===== config.mk =====
export PLATFORM = sky130hd
export DESIGN_NAME = prg_bank_mapper
export DESIGN_NICKNAME = d
export VERILOG_FILES = /design/src/rtl/prg_map_pkg.sv /design/src/rtl/prg_bank_regs.sv /design/src/rtl/prg_bit_scramble.sv /design/src/rtl/prg_page_calc.sv /design/src/rtl/prg_bank_mapper.sv
export SDC_FILE = /design/constraint.sdc
export NUM_CORES = 1
export LEC_CHECK = 0
export ABC_AREA = 1
export BUFFER_PORTS_ARGS = -buffer_cell sky130_fd_sc_hd__buf_2
export CORE_UTILIZATION = 40
export DETAILED_ROUTE_END_ITERATION = 10
export SLEW_MARGIN = 20
export SYNTH_ARGS = -nofsm -noshare
export SYNTH_HDL_FRONTEND = slang
export SYNTH_SLANG_ARGS = --single-unit

===== constraint.sdc =====
create_clock -name clk -period 1.71 [get_ports clk]
set_clock_uncertainty 0.15 [all_clocks]
set_input_delay 0.2565 -clock clk [delete_from_list [all_inputs] [get_ports clk]]
set_output_delay 0.2565 -clock clk [all_outputs]
set_load 0.01 [all_outputs]

===== src/rtl/prg_map_pkg.sv =====
package prg_map_pkg;
  typedef enum logic [1:0] {
    LAYOUT_32K     = 2'd0,
    LAYOUT_16K     = 2'd1,
    LAYOUT_8K      = 2'd2,
    LAYOUT_8K_REV  = 2'd3
  } prg_layout_e;

  localparam int unsigned CTRL_SEL   = 4;
  localparam int unsigned CTRL_EN_B  = 7;
  localparam int unsigned LAYOUT_W   = 3;
endpackage


===== src/rtl/prg_bank_regs.sv =====
module prg_bank_regs
  import prg_map_pkg::*;
#(
  parameter int unsigned BANK_W    = 7,
  parameter int unsigned NUM_BANKS = 4,
  parameter int unsigned SEL_W     = 3,
  parameter int unsigned DATA_W    = 8
) (
  input  logic                                clk,
  input  logic                                rst,
  input  logic                                wr_en,
  input  logic [SEL_W-1:0]                    wr_sel,
  input  logic [DATA_W-1:0]                   wr_data,
  output logic [NUM_BANKS-1:0][BANK_W-1:0]    bank_o,
  output logic [LAYOUT_W-1:0]                 layout_o,
  output logic                                low_en_o
);

  for (genvar g = 0; g < NUM_BANKS; g++) begin : g_bank
    logic hit_sel;
    assign hit_sel = wr_en && (wr_sel == SEL_W'(g));

    always_ff @(posedge clk) begin
      if (rst) begin
        bank_o[g] <= '0;
      end else if (hit_sel) begin
        bank_o[g] <= wr_data[BANK_W-1:0];
      end
    end


    bank_load_chk: assert property (@(posedge clk) disable iff (rst)
      (wr_en && wr_sel == SEL_W'(g)) |=> (bank_o[g] == $past(wr_data[BANK_W-1:0])));
  end

  always_ff @(posedge clk) begin
    if (rst) begin
      layout_o <= '0;
      low_en_o <= 1'b0;
    end else if (wr_en && wr_sel == SEL_W'(CTRL_SEL)) begin
      layout_o <= wr_data[LAYOUT_W-1:0];
      low_en_o <= wr_data[CTRL_EN_B];
    end
  end


  no_write_hold_chk: assert property (@(posedge clk) disable iff (rst)
    (!wr_en || wr_sel > SEL_W'(CTRL_SEL)) |=>
      ($stable(bank_o) && $stable(layout_o) && $stable(low_en_o)));

endmodule


===== src/rtl/prg_bit_scramble.sv =====
module prg_bit_scramble #(
  parameter int unsigned W = 7
) (
  input  logic         en_i,
  input  logic [W-1:0] in_i,
  output logic [W-1:0] out_i
);
  localparam int unsigned MID     = W / 2;
  localparam bit          HAS_MID = (W % 2) == 1;

  for (genvar g = 0; g < W; g++) begin : g_bit
    if (HAS_MID && g == MID) begin : g_mid
      assign out_i[g] = en_i ? 1'b0 : in_i[g];
    end else begin : g_swap
      assign out_i[g] = en_i ? in_i[W-1-g] : in_i[g];
    end
  end


  always_comb begin
    if (en_i) begin
      scramble_ones_chk: assert ($countones(out_i) + ((HAS_MID && in_i[MID]) ? 1 : 0)
                                 == $countones(in_i))
        else $error("reversed bank lost or gained bits");
    end
  end

endmodule


===== src/rtl/prg_page_calc.sv =====
module prg_page_calc
  import prg_map_pkg::*;
#(
  parameter int unsigned BANK_W = 7,
  parameter int unsigned ADDR_W = 16,
  parameter int unsigned FULL_W = BANK_W + 2
) (
  input  logic [ADDR_W-1:0]     addr_i,
  input  logic [3:0][BANK_W-1:0] bank_i,
  input  logic [LAYOUT_W-1:0]   layout_i,
  input  logic                  low_en_i,
  output logic [FULL_W-1:0]     page_o,
  output logic                  low_hit_o
);
  localparam int unsigned A15 = ADDR_W - 1;
  localparam int unsigned A14 = ADDR_W - 2;
  localparam int unsigned A13 = ADDR_W - 3;

  prg_layout_e          layout;
  logic [BANK_W-1:0]    top_bank;
  logic                 in_rom;
  logic                 in_low;
  logic [FULL_W-1:0]    rom_page;
  logic [FULL_W-1:0]    low_page;

  assign layout   = prg_layout_e'(layout_i[1:0]);
  assign top_bank = layout_i[2] ? bank_i[3] : '1;
  assign in_rom   = addr_i[A15];
  assign in_low   = !addr_i[A15] && addr_i[A14] && addr_i[A13];

  always_comb begin
    unique case (layout)
      LAYOUT_32K: rom_page = {top_bank, addr_i[A14], addr_i[A13]};
      LAYOUT_16K: rom_page = addr_i[A14] ? {1'b0, top_bank, addr_i[A13]}
                                         : {1'b0, bank_i[1], addr_i[A13]};
      default: begin
        unique case ({addr_i[A14], addr_i[A13]})
          2'd0:    rom_page = {2'b00, bank_i[0]};
          2'd1:    rom_page = {2'b00, bank_i[1]};
          2'd2:    rom_page = {2'b00, bank_i[2]};
          default: rom_page = {2'b00, top_bank};
        endcase
      end
    endcase
  end

  always_comb begin
    unique case (layout)
      LAYOUT_32K: low_page = {bank_i[3], 2'b11};
      LAYOUT_16K: low_page = {1'b0, bank_i[3], 1'b1};
      default:    low_page = {2'b00, bank_i[3]};
    endcase
  end

  assign low_hit_o = in_low && low_en_i;

  always_comb begin
    if (in_rom)         page_o = rom_page;
    else if (low_hit_o) page_o = low_page;
    else                page_o = '0;
  end

endmodule


===== src/rtl/prg_bank_mapper.sv =====
module prg_bank_mapper
  import prg_map_pkg::*;
#(
  parameter int unsigned ADDR_W = 16,
  parameter int unsigned DATA_W = 8,
  parameter int unsigned BANK_W = 7,
  parameter int unsigned SEL_W  = 3,
  parameter int unsigned PAGE_W = 8
) (
  input  logic              clk,
  input  logic              rst,
  input  logic              wr_en,
  input  logic [SEL_W-1:0]  wr_sel,
  input  logic [DATA_W-1:0] wr_data,
  input  logic [ADDR_W-1:0] cpu_addr,
  output logic [PAGE_W-1:0] page_o,
  output logic              low_hit_o
);
  localparam int unsigned NUM_BANKS = 4;
  localparam int unsigned FULL_W    = BANK_W + 2;

  logic [NUM_BANKS-1:0][BANK_W-1:0] bank_raw;
  logic [NUM_BANKS-1:0][BANK_W-1:0] bank_eff;
  logic [LAYOUT_W-1:0]              layout;
  logic                             low_en;
  logic                             reverse_on;
  logic [FULL_W-1:0]                page_full;
  logic                             low_hit;

  prg_bank_regs #(
    .BANK_W(BANK_W), .NUM_BANKS(NUM_BANKS), .SEL_W(SEL_W), .DATA_W(DATA_W)
  ) u_regs (
    .clk(clk), .rst(rst), .wr_en(wr_en), .wr_sel(wr_sel), .wr_data(wr_data),
    .bank_o(bank_raw), .layout_o(layout), .low_en_o(low_en)
  );

  assign reverse_on = (layout[1:0] == 2'(LAYOUT_8K_REV));

  for (genvar g = 0; g < NUM_BANKS; g++) begin : g_rev
    prg_bit_scramble #(.W(BANK_W)) u_rev (
      .en_i(reverse_on), .in_i(bank_raw[g]), .out_i(bank_eff[g])
    );
  end

  prg_page_calc #(
    .BANK_W(BANK_W), .ADDR_W(ADDR_W), .FULL_W(FULL_W)
  ) u_calc (
    .addr_i(cpu_addr), .bank_i(bank_eff), .layout_i(layout), .low_en_i(low_en),
    .page_o(page_full), .low_hit_o(low_hit)
  );

  always_ff @(posedge clk) begin
    if (rst) begin
      page_o    <= '0;
      low_hit_o <= 1'b0;
    end else begin
      page_o    <= page_full[PAGE_W-1:0];
      low_hit_o <= low_hit;
    end
  end


  low_hit_window_chk: assert property (@(posedge clk) disable iff (rst)
    low_hit_o |-> ($past(cpu_addr[ADDR_W-1:ADDR_W-3]) == 3'b011));


  unmapped_zero_chk: assert property (@(posedge clk) disable iff (rst)
    (!cpu_addr[ADDR_W-1] && cpu_addr[ADDR_W-2:ADDR_W-3] != 2'b11) |=>
      (page_o == '0 && !low_hit_o));


  low_disabled_chk: assert property (@(posedge clk) disable iff (rst)
    (!low_en && !wr_en) |=> !low_hit_o);

endmodule


==> results of run 1 <==
[worst paths after layout]
check | start | to | cells past startpoint
min reg2reg | u_regs.low_en_o | u_regs.low_en_o | 2
max reg2reg | u_regs.layout_o[1] | page_o[2] | 9
max | u_regs.layout_o[1] | page_o[2] | 9
min | wr_data[7] | u_regs.low_en_o | 3
[power breakdown]
group          switching, uW  internal [uW]  total (uW)
registers               27.6            994        1020
clock network            345            476         822
logic                    187            103         289
total                    560           1570        2130
[routing by layer]
layer	global-route usage [%]	vias to the layer above	share of wire (%)
li1	-	1290	-
met1	33.4	1103	50
met2	34.5	74	43
met3	4.37	14	5.1
met4	6.55	0	1.9
met5	0	-	0
[state kept, by name, indices dropped and copies added (netlist names)]
register	cells
low_hit_o	1
page_o	8
u_regs.bank_o	28
u_regs.layout_o	3
u_regs.low_en_o	1
[critical path: stages, from the launching register on]
cell     delay (ns)
dfxtp_2        0.37
buf_4          0.20
nand3_1        0.12
nand3_1        0.17
nor2_1         0.14
nor2_1         0.05
nor2_1         0.07
nand2_1        0.06
nand2_1        0.05
nand2_1        0.04
[logic make-up after synthesis]
| logic type | share of synthesized area (%) |
|---|---|
| AO/OA/AOI/OAI | 16.1 |
| flip-flops | 34.4 |
| buffers and inverters | 11.4 |
| AND/OR/NAND/NOR | 38.1 |
[cells in the final DEF (no fill, tap or decap), drive strengths merged]
| master | n |
|---|---|
| clkbuf | 7 |
| nand4 | 3 |
| o22ai | 1 |
| nand2 | 99 |
| nand3 | 53 |
| bufinv | 1 |
| inv | 43 |
| buf | 36 |
| nor2 | 54 |
| o211ai | 2 |
| nor3 | 1 |
| a21oi | 25 |
| o2111ai | 5 |
| clkinv | 1 |
| o21a | 1 |
| o21ai | 37 |
| dfxtp | 41 |
[Yosys cell counts (3+ instances only)]
| master | instances |
|---|---|
| nand2_1 | 95 |
| a21oi_1 | 25 |
| buf_6 | 4 |
| o2111ai_1 | 5 |
| o21ai_0 | 35 |
| nor2_1 | 52 |
| inv_1 | 37 |
| nand3_2 | 3 |
| clkbuf_1 | 8 |
| nand3_1 | 50 |
| dfxtp_1 | 41 |
| nand4_1 | 3 |
| inv_2 | 6 |
| buf_4 | 3 |
[layout make-up]
| class | instances | area, um2 |
|---|---|---|
| fill | 603 | 2940 |
| multi-input combinational | 281 | 1300 |
| sequential | 41 | 823 |
| timing repair buffer | 36 | 211 |
| inverter | 44 | 165 |
| tap | 72 | 90.1 |
| clock buffer | 7 | 86.3 |
| clock inverter | 1 | 30.0 |
[what timing repair did]
| action | CTS | global route |
|---|---|---|
| endpoints found under the hold margin | 0 | 0 |
| hold buffers | 0 | 0 |
| setup endpoints to repair | 0 | 4 |
| gates resized for setup | 0 | 4 |
[stage by stage]
stage / hold slack, ns / cell area (um2) / setup slack, ns
2_1_floorplan: 0.273 / 2380 / 0.311
5_1_grt: 0.134 / 2710 / 0.0261
3_3_place_gp: 0.288 / 2570 / 0.152
3_5_place_dp: 0.292 / 2570 / 0.135
6_report: 0.0923 / 2710 / 0.168
4_1_cts: 0.0927 / 2690 / 0.108
==> flow_results.xml, run 1 <==
<?xml version="1.0" encoding="UTF-8"?>
<metrics>
  <group name="clocking">
    <metric name="clock-root-buffer" unit="">clkbuf_8</metric>
    <metric name="post_cts_buffers" unit="">0</metric>
    <metric name="clkTransAtPathRegs" unit="ns">0.08</metric>
    <metric name="cts_buffers" unit="">5</metric>
    <metric name="clock_latency_on_the_worst_skew_pair" unit="ns">0.29</metric>
    <metric name="clockBufferDepth" unit="">2</metric>
    <metric name="cts_htree_levels" unit="">2</metric>
    <metric name="cts_tree" unit="">done</metric>
    <metric name="cts.sink_count" unit="">41</metric>
  </group>
  <group name="sta">
    <metric name="setup-violations-final" unit="">0</metric>
    <metric name="period_needed" unit="ns">1.54</metric>
    <metric name="fin_setup_tns" unit="ns">0</metric>
    <metric name="max_clock_freq" unit="MHz">649</metric>
    <metric name="rsz_0062_raised_after_global_routing" unit="">no</metric>
    <metric name="final_min_period_over_clock_period" unit="%">90.2</metric>
    <metric name="timing.slew.headroom" unit="%">75.9</metric>
    <metric name="worst_pin_slew" unit="ns">0.362</metric>
    <metric name="final-max-slew-violation-count" unit="">0</metric>
    <metric name="timing.final.hold_violations" unit="">0</metric>
  </group>
  <group name="floorplan">
    <metric name="die_ar" unit="um2">6280</metric>
    <metric name="core-area" unit="um2">5640</metric>
    <metric name="die_width" unit="um">79.2</metric>
    <metric name="initial_util" unit="%">42.3</metric>
    <metric name="io_pins" unit="">39</metric>
    <metric name="fp.dieH" unit="um">79.2</metric>
    <metric name="std_cell_rows" unit="">27</metric>
  </group>
  <group name="final_layout">
    <metric name="final_cell_count_no_fill" unit="">482</metric>
    <metric name="final_core_util" unit="%">48.0</metric>
    <metric name="antenna-diode-count" unit="">0</metric>
    <metric name="layout-drive-gt1-share" unit="%">14.6</metric>
    <metric name="area_growth_syn_to_layout" unit="%">13.5</metric>
    <metric name="layout.nets" unit="">439</metric>
  </group>
  <group name="detailed_routing">
    <metric name="firstDrtPassIters" unit="">4</metric>
    <metric name="drtIter0Drc" unit="">220</metric>
    <metric name="wl_per_cell" unit="um">13.3</metric>
    <metric name="dr_total_vias" unit="">2481</metric>
    <metric name="drt-vias-per-instance" unit="">5.15</metric>
    <metric name="drtAntennaViolNets" unit="">0</metric>
    <metric name="number_of_drc_violations_after_detailed_routing" unit="">0</metric>
    <metric name="totalWireLength" unit="um">6430</metric>
  </group>
  <group name="yosys">
    <metric name="post-synth-top-area-cell" unit="">dfxtp_1</metric>
    <metric name="post_synth.cell_area_avg" unit="um2">6.23</metric>
    <metric name="dominantRegCellSynth" unit="">dfxtp_1</metric>
    <metric name="asyncSetResetFlopFracSynth" unit="%">0</metric>
    <metric name="syn_area" unit="um2">2380</metric>
    <metric name="ys_seq_elements" unit="">41</metric>
    <metric name="number_of_enable_flip_flop_cells_after_synthesis" unit="">0</metric>
    <metric name="synthCells" unit="">383</metric>
    <metric name="ys.warnings.count" unit="">0</metric>
    <metric name="postSynthNetCount" unit="">413</metric>
    <metric name="ys_types" unit="">25</metric>
    <metric name="ys_seq_area_share" unit="%">34.4</metric>
    <metric name="yosysTopAreaCellShare" unit="%">34.4</metric>
    <metric name="synth_area_leaders" unit="">dfxtp_1 (34%), nand2_1 (15%), nand3_1 (10%)</metric>
  </group>
  <group name="grt">
    <metric name="maximum_number_of_pins_on_one_net_before_global_route_repair" unit="">33</metric>
    <metric name="initial_antenna_violation_count" unit="">0</metric>
    <metric name="vias_in_the_first_global_route" unit="">2301</metric>
    <metric name="grt_usage" unit="%">23.1</metric>
    <metric name="grt_overflow" unit="">0</metric>
    <metric name="grt_pass1_wl" unit="um">11200</metric>
  </group>
  <group name="job">
    <metric name="timing.max_cap.violations" unit="">0</metric>
  </group>
  <group name="power_and_ir_drop">
    <metric name="worst_ir_drop_vdd" unit="V">0.000421</metric>
    <metric name="p_per_area" unit="nW/um2">788</metric>
    <metric name="total_leakage_power" unit="uW">0.00121</metric>
    <metric name="p_total" unit="uW">2130</metric>
  </group>
  <group name="worst_setup_path">
    <metric name="crit_path_max_fanout" unit="">14</metric>
    <metric name="worst_setup_path_start_kind" unit="">flop</metric>
    <metric name="reg2reg_setup_slack" unit="ns">0.17</metric>
    <metric name="cp.arrival" unit="ns">1.58</metric>
    <metric name="critPathKind" unit="">flop to flop</metric>
    <metric name="end_kind" unit="">flop</metric>
    <metric name="worst-endpoint-required" unit="ns">1.74</metric>
  </group>
  <group name="placement">
    <metric name="detailedPlacementHpwl" unit="um">4840</metric>
    <metric name="globalplace.congestion" unit="">0.850</metric>
    <metric name="io_buffers" unit="">25</metric>
    <metric name="dpl.cell_count" unit="">474</metric>
  </group>
  <group name="hold_path">
    <metric name="min_path_type" unit="">primary input to flop</metric>
  </group>
  <group name="status">
    <metric name="status" unit="">finished, final reports clean</metric>
  </group>
</metrics>
Note: power is estimated with default switching activity, not from simulation.
==> run 2: changes to the inputs <==
--- a/config.mk
+++ b/config.mk
@@ -6,9 +6,10 @@
 export NUM_CORES = 1
 export LEC_CHECK = 0
 export ABC_AREA = 1
-export BUFFER_PORTS_ARGS = -buffer_cell sky130_fd_sc_hd__buf_2
+export CORE_ASPECT_RATIO = 0.8
 export CORE_UTILIZATION = 40
 export DETAILED_ROUTE_END_ITERATION = 10
+export DONT_BUFFER_PORTS = 1
 export SLEW_MARGIN = 20
 export SYNTH_ARGS = -nofsm -noshare
 export SYNTH_HDL_FRONTEND = slang
==> run 2 against run 1 <==
  * Non-clock buffer count down 22
  * Clock-buffer cell count down 1
  * Global-route usage increased by 1.0 points
  * Flip-flop and latch count unchanged
  * Highest routed layer unchanged
==> flow_results.xml, run 2 (same netlist as run 1, synthesis figures left out) <==
<?xml version="1.0" encoding="UTF-8"?>
<metrics>
  <group name="status">
    <metric name="status" unit="">finished, final reports clean</metric>
  </group>
  <group name="worst_setup_path">
    <metric name="critPathKind" unit="">flop to flop</metric>
    <metric name="critical_path.slowest_cell" unit="">dfxtp_2</metric>
    <metric name="crit_start" unit="">u_regs.layout_o[1]</metric>
    <metric name="worst_setup_path_start_kind" unit="">flop</metric>
    <metric name="reg2reg_setup_slack" unit="ns">0.19</metric>
    <metric name="rr_endpoint" unit="">page_o[5]</metric>
    <metric name="path_delay_family" unit="">simple AND/OR/NAND/NOR gates</metric>
    <metric name="crit_path_max_fanout" unit="">27</metric>
    <metric name="worst-endpoint-required" unit="ns">1.77</metric>
    <metric name="cp_num_cells" unit="">10</metric>
    <metric name="timing.critical_path.mode_cell" unit="">nand2_1</metric>
    <metric name="maximum_cell_stage_delay_along_the_critical_path" unit="ns">0.41</metric>
    <metric name="critical_path.cell_chain" unit="">buf_12 &gt; inv_2 &gt; nand2_2 &gt; inv_2 &gt; nand2_1 &gt; nor2_1 &gt; nor2_1 &gt; nand2_1 &gt; nand2_1 &gt; nand2_1</metric>
    <metric name="end_kind" unit="">flop</metric>
    <metric name="critical_path.n_buffers_inverters" unit="">3</metric>
    <metric name="endpoint" unit="">page_o[5]</metric>
    <metric name="worst_r2r_path_depth" unit="">10</metric>
    <metric name="worstReg2RegStart" unit="">u_regs.layout_o[1]</metric>
    <metric name="cp.arrival" unit="ns">1.58</metric>
  </group>
  <group name="final_layout">
    <metric name="final_cell_count_no_fill" unit="">466</metric>
    <metric name="layout.filler_cells" unit="">638</metric>
    <metric name="multiInputGateArea" unit="um2">1300</metric>
    <metric name="most_used_cells_in_the_layout_excluding_fill_and_tap_cells" unit="">nand2_1 (95), nor2_1 (52), nand3_1 (50), dfxtp_1 (39), inv_1 (37)</metric>
    <metric name="regArea" unit="um2">823</metric>
    <metric name="antenna-diode-count" unit="">0</metric>
    <metric name="final_area" unit="um2">2650</metric>
    <metric name="layout.nets" unit="">417</metric>
    <metric name="layout-drive-gt1-share" unit="%">7.73</metric>
    <metric name="layout_commonest_cell" unit="">nand2_1</metric>
    <metric name="area_growth_syn_to_layout" unit="%">11.0</metric>
    <metric name="regMostFlops" unit="">u_regs.bank_o</metric>
    <metric name="reg.largest.list" unit="">u_regs.bank_o: 28 flops, page_o: 8 flops, u_regs.layout_o: 3 flops</metric>
    <metric name="largest_reg_flops" unit="">28</metric>
  </group>
  <group name="clocking">
    <metric name="cts_buffers" unit="">5</metric>
    <metric name="cts.sink_count" unit="">41</metric>
    <metric name="clkTransAtPathRegs" unit="ns">0.09</metric>
    <metric name="clockBufferDepth" unit="">2</metric>
    <metric name="clock_latency_on_the_worst_skew_pair" unit="ns">0.31</metric>
    <metric name="cts_tree" unit="">done</metric>
    <metric name="clock-root-buffer" unit="">clkbuf_8</metric>
    <metric name="cts_htree_levels" unit="">2</metric>
  </group>
  <group name="power_and_ir_drop">
    <metric name="worst_ir_drop_vdd" unit="V">0.000430</metric>
    <metric name="total_leakage_power" unit="uW">0.00112</metric>
    <metric name="p_total" unit="uW">2100</metric>
    <metric name="p_per_area" unit="nW/um2">794</metric>
  </group>
  <group name="detailed_routing">
    <metric name="number_of_drc_violations_after_detailed_routing" unit="">0</metric>
    <metric name="dr_total_vias" unit="">2536</metric>
    <metric name="drt-vias-per-instance" unit="">5.44</metric>
    <metric name="totalWireLength" unit="um">6980</metric>
    <metric name="wl_per_cell" unit="um">15.0</metric>
    <metric name="routed.top_layer" unit="">met4</metric>
    <metric name="wl_met1" unit="um">3530</metric>
    <metric name="dr_wl_met3" unit="um">544</metric>
    <metric name="firstDrtPassIters" unit="">5</metric>
    <metric name="wl_met2" unit="um">2820</metric>
    <metric name="drtIter0Drc" unit="">299</metric>
    <metric name="drtAntennaViolNets" unit="">0</metric>
  </group>
  <group name="placement">
    <metric name="placement_cell_area" unit="um2">2440</metric>
    <metric name="dpl.cell_count" unit="">450</metric>
    <metric name="detailedPlacementHpwl" unit="um">5020</metric>
    <metric name="globalplace.congestion" unit="">0.912</metric>
    <metric name="io_buffers" unit="">0</metric>
  </group>
  <group name="sta">
    <metric name="rsz_0062_raised_after_global_routing" unit="">no</metric>
    <metric name="max_clock_freq" unit="MHz">657</metric>
    <metric name="fin_setup_tns" unit="ns">0</metric>
    <metric name="worst_pin_slew" unit="ns">0.425</metric>
    <metric name="final_min_period_over_clock_period" unit="%">89.0</metric>
    <metric name="whs" unit="ns">0.00355</metric>
    <metric name="timing.final.hold_violations" unit="">0</metric>
    <metric name="setup-violations-final" unit="">0</metric>
    <metric name="timing.slew.headroom" unit="%">71.6</metric>
    <metric name="period_needed" unit="ns">1.52</metric>
    <metric name="final-max-slew-violation-count" unit="">0</metric>
  </group>
  <group name="hold_path">
    <metric name="timing.hold.worst_path_depth" unit="">2</metric>
    <metric name="min_path_type" unit="">primary input to flop</metric>
    <metric name="min-delay-start" unit="">wr_data[3]</metric>
  </group>
  <group name="floorplan">
    <metric name="fp.dieH" unit="um">71.1</metric>
    <metric name="initial_util" unit="%">42.7</metric>
    <metric name="die_width" unit="um">88.3</metric>
    <metric name="core-area" unit="um2">5590</metric>
    <metric name="std_cell_rows" unit="">24</metric>
    <metric name="die_ar" unit="um2">6280</metric>
    <metric name="io_pins" unit="">39</metric>
  </group>
  <group name="grt">
    <metric name="initial_antenna_violation_count" unit="">0</metric>
    <metric name="grt_overflow" unit="">0</metric>
    <metric name="maximum_number_of_pins_on_one_net_before_global_route_repair" unit="">33</metric>
    <metric name="vias_in_the_first_global_route" unit="">2209</metric>
    <metric name="grt_usage" unit="%">24.1</metric>
    <metric name="grt_pass1_wl" unit="um">11300</metric>
  </group>
  <group name="job">
    <metric name="timing.max_cap.violations" unit="">0</metric>
  </group>
</metrics>
[run 2: changes by cell type in the layout (fill, tap and decap cells not counted), sizes merged]
cell / change
dlygate4sd3: +8
clkbuf: -1
buf: -30
clkinv: +1
[run 2: worst min-delay path by stage]
stage,to,slack (ns)
after floorplan,u_regs.bank_o[11],0.27
after global placement,u_regs.bank_o[13],0.28
after detailed placement,u_regs.bank_o[11],0.28
after CTS,u_regs.bank_o[10],0.0007
after global routing,u_regs.bank_o[7],0.02
final,u_regs.bank_o[10],0.004
[run 2: timing repair]
action                     CTS  global route
setup endpoints to repair    0             5
hold buffers                 8             0
hold endpoints to repair    22             0
setup buffers                0             0
gates resized for setup      0             3
[run 2: per-stage QoR]
| stage | worst slack, ns | util (%) |
|---|---|---|
| after floorplan | 0.311 | - |
| after global placement | 0.109 | 43.8 |
| after detailed placement | 0.120 | 43.8 |
| after CTS | 0.102 | 47.2 |
| after global routing | 0.0267 | 47.4 |
| final | 0.187 | 47.4 |
[run 2: final cells by class]
cell class / instances / share of cell area, %
inverter: 44 / 6.24
sequential: 41 / 31.1
tap: 78 / 3.69
timing repair buffer: 14 / 5.67
multi-input combinational: 281 / 49.1
clock buffer: 6 / 2.74
clock inverter: 2 / 1.47
[run 2: power breakdown]
| part | internal, uW | switching (uW) | total (uW) | leakage, uW |
|---|---|---|---|---|
| clock | 439 | 377 | 816 | 0.0000554 |
| combinational | 92.5 | 165 | 258 | 0.000726 |
| sequential | 994 | 35.0 | 1030 | 0.000335 |
| total | 1530 | 577 | 2100 | 0.00112 |
[run 2: routing by layer]
| layer | up-vias | track usage, % |
|---|---|---|
| li1 | 1248 | - |
| met1 | 1170 | 37.7 |
| met2 | 109 | 33.1 |
| met3 | 9 | 4.67 |
| met4 | 0 | 6.45 |
| met5 | - | 0 |
==> run 3: changes to the inputs <==
--- a/config.mk
+++ b/config.mk
@@ -5,11 +5,11 @@
 export SDC_FILE = /design/constraint.sdc
 export NUM_CORES = 1
 export LEC_CHECK = 0
-export ABC_AREA = 1
 export CORE_ASPECT_RATIO = 0.8
 export CORE_UTILIZATION = 40
 export DETAILED_ROUTE_END_ITERATION = 10
 export DONT_BUFFER_PORTS = 1
+export GPL_ROUTABILITY_DRIVEN = 0
 export SLEW_MARGIN = 20
 export SYNTH_ARGS = -nofsm -noshare
 export SYNTH_HDL_FRONTEND = slang
==> run 3 against run 2 <==
  * Global-route usage down 2.0 points
  * Cell count down 21%
  * Routed wire length down 7.4%
  * Largest cell class unchanged
  * Largest power group unchanged
==> flow_results.xml, run 3 <==
<?xml version="1.0" encoding="UTF-8"?>
<metrics>
  <group name="yosys">
    <metric name="yosysTopAreaCellShare" unit="%">34.5</metric>
    <metric name="post_synth.cell_area_avg" unit="um2">9.06</metric>
    <metric name="ys_types" unit="">54</metric>
    <metric name="post-synth-top-area-cell" unit="">dfxtp_1</metric>
    <metric name="post_synth_fa_ha_maj_area_fraction" unit="%">0</metric>
    <metric name="ys_seq_elements" unit="">41</metric>
    <metric name="synth_area_leaders" unit="">dfxtp_1 (34%), mux2i_1 (13%), mux4_2 (5.7%)</metric>
    <metric name="synth.top_cells.by_count" unit="">dfxtp_1 (41), mux2i_1 (32), nor2_1 (32)</metric>
    <metric name="yosys.area_share.xor_xnor" unit="%">0.368</metric>
    <metric name="ys_seq_area_share" unit="%">34.5</metric>
    <metric name="syn_area" unit="um2">2380</metric>
    <metric name="number_of_enable_flip_flop_cells_after_synthesis" unit="">0</metric>
    <metric name="area_fraction_in_compound_gates_after_synthesis" unit="%">18.6</metric>
    <metric name="synthMuxAreaShare" unit="%">23.1</metric>
    <metric name="post_synth_and_or_nand_nor_area_fraction" unit="%">18.5</metric>
    <metric name="yosysMostFrequentCell" unit="">dfxtp_1</metric>
    <metric name="synthCells" unit="">263</metric>
    <metric name="dominantRegCellSynth" unit="">dfxtp_1</metric>
    <metric name="asyncSetResetFlopFracSynth" unit="%">0</metric>
    <metric name="combinational_family_with_the_most_area_after_synthesis" unit="">multiplexers</metric>
    <metric name="ys.warnings.count" unit="">0</metric>
    <metric name="postSynthNetCount" unit="">293</metric>
  </group>
  <group name="final_layout">
    <metric name="regMostFlops" unit="">u_regs.bank_o</metric>
    <metric name="layout_commonest_cell" unit="">dfxtp_1</metric>
    <metric name="multiInputGateArea" unit="um2">1490</metric>
    <metric name="area_growth_syn_to_layout" unit="%">21.7</metric>
    <metric name="regArea" unit="um2">828</metric>
    <metric name="reg.largest.list" unit="">u_regs.bank_o: 28 flops, page_o: 8 flops, u_regs.layout_o: 3 flops</metric>
    <metric name="most_used_cells_in_the_layout_excluding_fill_and_tap_cells" unit="">dfxtp_1 (39), nor2_1 (32), mux2i_1 (31), buf_4 (24), nand2_1 (20)</metric>
    <metric name="antenna-diode-count" unit="">0</metric>
    <metric name="largest_reg_flops" unit="">28</metric>
    <metric name="layout-drive-gt1-share" unit="%">22.9</metric>
    <metric name="layout.nets" unit="">317</metric>
    <metric name="final_cell_count_no_fill" unit="">366</metric>
    <metric name="layout.filler_cells" unit="">537</metric>
    <metric name="final_area" unit="um2">2900</metric>
  </group>
  <group name="grt">
    <metric name="maximum_number_of_pins_on_one_net_before_global_route_repair" unit="">33</metric>
    <metric name="grt_overflow" unit="">0</metric>
    <metric name="grt_pass1_wl" unit="um">10500</metric>
    <metric name="initial_antenna_violation_count" unit="">0</metric>
    <metric name="grt_usage" unit="%">22.1</metric>
    <metric name="vias_in_the_first_global_route" unit="">2016</metric>
  </group>
  <group name="sta">
    <metric name="timing.final.hold_violations" unit="">0</metric>
    <metric name="final_min_period_over_clock_period" unit="%">98.3</metric>
    <metric name="period_needed" unit="ns">1.68</metric>
    <metric name="final-max-slew-violation-count" unit="">0</metric>
    <metric name="rsz_0062_raised_after_global_routing" unit="">yes</metric>
    <metric name="setup-violations-final" unit="">0</metric>
    <metric name="max_clock_freq" unit="MHz">595</metric>
    <metric name="timing.slew.headroom" unit="%">76.8</metric>
    <metric name="worst_pin_slew" unit="ns">0.347</metric>
  </group>
  <group name="floorplan">
    <metric name="std_cell_rows" unit="">24</metric>
    <metric name="die_ar" unit="um2">6270</metric>
    <metric name="die_width" unit="um">88.3</metric>
    <metric name="io_pins" unit="">39</metric>
    <metric name="core-area" unit="um2">5590</metric>
    <metric name="initial_util" unit="%">42.7</metric>
    <metric name="fp.dieH" unit="um">71.0</metric>
  </group>
  <group name="detailed_routing">
    <metric name="wl_per_cell" unit="um">17.7</metric>
    <metric name="firstDrtPassIters" unit="">5</metric>
    <metric name="drtAntennaViolNets" unit="">0</metric>
    <metric name="number_of_drc_violations_after_detailed_routing" unit="">0</metric>
    <metric name="dr_total_vias" unit="">2104</metric>
    <metric name="drt-vias-per-instance" unit="">5.75</metric>
    <metric name="totalWireLength" unit="um">6470</metric>
    <metric name="drtIter0Drc" unit="">195</metric>
  </group>
  <group name="placement">
    <metric name="dpl.cell_count" unit="">347</metric>
    <metric name="detailedPlacementHpwl" unit="um">4570</metric>
    <metric name="io_buffers" unit="">0</metric>
    <metric name="placement_cell_area" unit="um2">2590</metric>
  </group>
  <group name="clocking">
    <metric name="clkTransAtPathRegs" unit="ns">0.08</metric>
    <metric name="cts_tree" unit="">done</metric>
    <metric name="clock-root-buffer" unit="">clkbuf_8</metric>
    <metric name="cts.sink_count" unit="">41</metric>
    <metric name="clock_latency_on_the_worst_skew_pair" unit="ns">0.30</metric>
    <metric name="cts_buffers" unit="">5</metric>
    <metric name="cts_htree_levels" unit="">2</metric>
    <metric name="clockBufferDepth" unit="">2</metric>
    <metric name="post_cts_buffers" unit="">0</metric>
  </group>
  <group name="power_and_ir_drop">
    <metric name="clock_power_share" unit="%">39.7</metric>
    <metric name="power_switching_share" unit="%">24.4</metric>
    <metric name="worst_ir_drop_vdd" unit="V">0.000415</metric>
    <metric name="sequentialPowerShare" unit="%">49.9</metric>
    <metric name="p_per_area" unit="nW/um2">695</metric>
    <metric name="total_leakage_power" unit="uW">0.00115</metric>
    <metric name="p_total" unit="uW">2010</metric>
    <metric name="p_switching" unit="uW">492</metric>
    <metric name="power_frac_comb" unit="%">10.4</metric>
    <metric name="internal_power" unit="uW">1520</metric>
  </group>
  <group name="worst_setup_path">
    <metric name="cp.arrival" unit="ns">1.71</metric>
    <metric name="worst_setup_path_start_kind" unit="">flop</metric>
    <metric name="critical_path.cell_chain" unit="">nand2_4 &gt; mux4_2 &gt; a221oi_2 &gt; a211oi_1</metric>
    <metric name="maximum_cell_stage_delay_along_the_critical_path" unit="ns">0.53</metric>
    <metric name="worst-endpoint-required" unit="ns">1.74</metric>
    <metric name="critical_path.n_buffers_inverters" unit="">0</metric>
    <metric name="path_delay_family" unit="">multiplexers</metric>
    <metric name="critical_path.slowest_cell" unit="">mux4_2</metric>
    <metric name="end_kind" unit="">flop</metric>
    <metric name="critPathKind" unit="">flop to flop</metric>
    <metric name="crit_path_max_fanout" unit="">7</metric>
  </group>
  <group name="status">
    <metric name="status" unit="">finished, final reports clean</metric>
  </group>
  <group name="job">
    <metric name="timing.max_cap.violations" unit="">0</metric>
  </group>
  <group name="hold_path">
    <metric name="min_path_type" unit="">primary input to flop</metric>
  </group>
</metrics>
## run 3: final cells by class
type	count	area share (%)
clock buffers	5	2.37
inverters	5	0.647
well taps	78	3.37
flip-flops and latches	41	28.6
clock inverters	3	1.60
multi-input cells	195	51.5
repair buffers	39	11.9
## run 3: final timing paths
| path | startpoint | to | slack, ns | cells past startpoint |
|---|---|---|---|---|
| setup / recovery | u_regs.layout_o[1] | page_o[0] | 0.03 | 4 |
| hold / removal | cpu_addr[15] | low_hit_o | 0.05 | 2 |
| setup reg to reg | u_regs.layout_o[1] | page_o[0] | 0.03 | 4 |
| hold reg to reg | u_regs.bank_o[3] | u_regs.bank_o[3] | 0.32 | 2 |
## run 3: what timing repair did
| action | CTS | global route |
|---|---|---|
| hold buffers | 11 | 0 |
| gates cloned | 0 | 0 |
| hold endpoints to repair | 33 | 0 |
| pin swaps | 0 | 1 |
| gates resized for setup | 5 | 14 |
| endpoints found under the setup margin | 6 | 5 |
## run 3: per-layer routing
metal | GRT usage (%) | vias up | wire [um] | part of all wire [%]
li1 | - | 1016 | - | -
met4 | 6.45 | 0 | 62 | 0.96
met1 | 32.4 | 1004 | 3130 | 48
met3 | 4.32 | 10 | 413 | 6.4
met5 | 0 | - | 0 | 0
met2 | 32.6 | 74 | 2860 | 44
## run 3: worst reg2reg max path, cell delays in order (launching register included)
cell and delay (ns):
dfxtp_4 0.38, nand2_4 0.13, mux4_2 0.53, a221oi_2 0.31
a211oi_1 0.07
## run 3: logic make-up after synthesis
logic type / count (synthesis)
multiplexers: 45
AND/OR/NAND/NOR: 86
XOR/XNOR: 1
buffers and inverters: 27
AO/OA/AOI/OAI: 63
flip-flops: 41
## run 3: per-stage QoR
step	utilization, %	setup WS (ns)	setup TNS [ns]	hold WS, ns
6_report	51.9	0.0284	0	0.0473
3_5_place_dp	46.3	-0.0973	-0.306	0.183
2_1_floorplan	-	0.0252	0	0.211
5_1_grt	51.9	-0.0246	-0.0607	0.0444
4_1_cts	50.8	0.00147	0	0.0398
3_3_place_gp	46.3	-0.0807	-0.235	0.182
## run 3: power by group through the flow
| stage | registers, uW | logic (uW) | clock network, uW |
|---|---|---|---|
| 3_5_place_dp | 1030 | 157 | 0 |
| 3_3_place_gp | 1030 | 157 | 0 |
| 5_1_grt | 1010 | 227 | 856 |
| 2_1_floorplan | 1020 | 140 | 0 |
| 4_1_cts | 1000 | 202 | 819 |
| 6_report | 1000 | 210 | 800 |
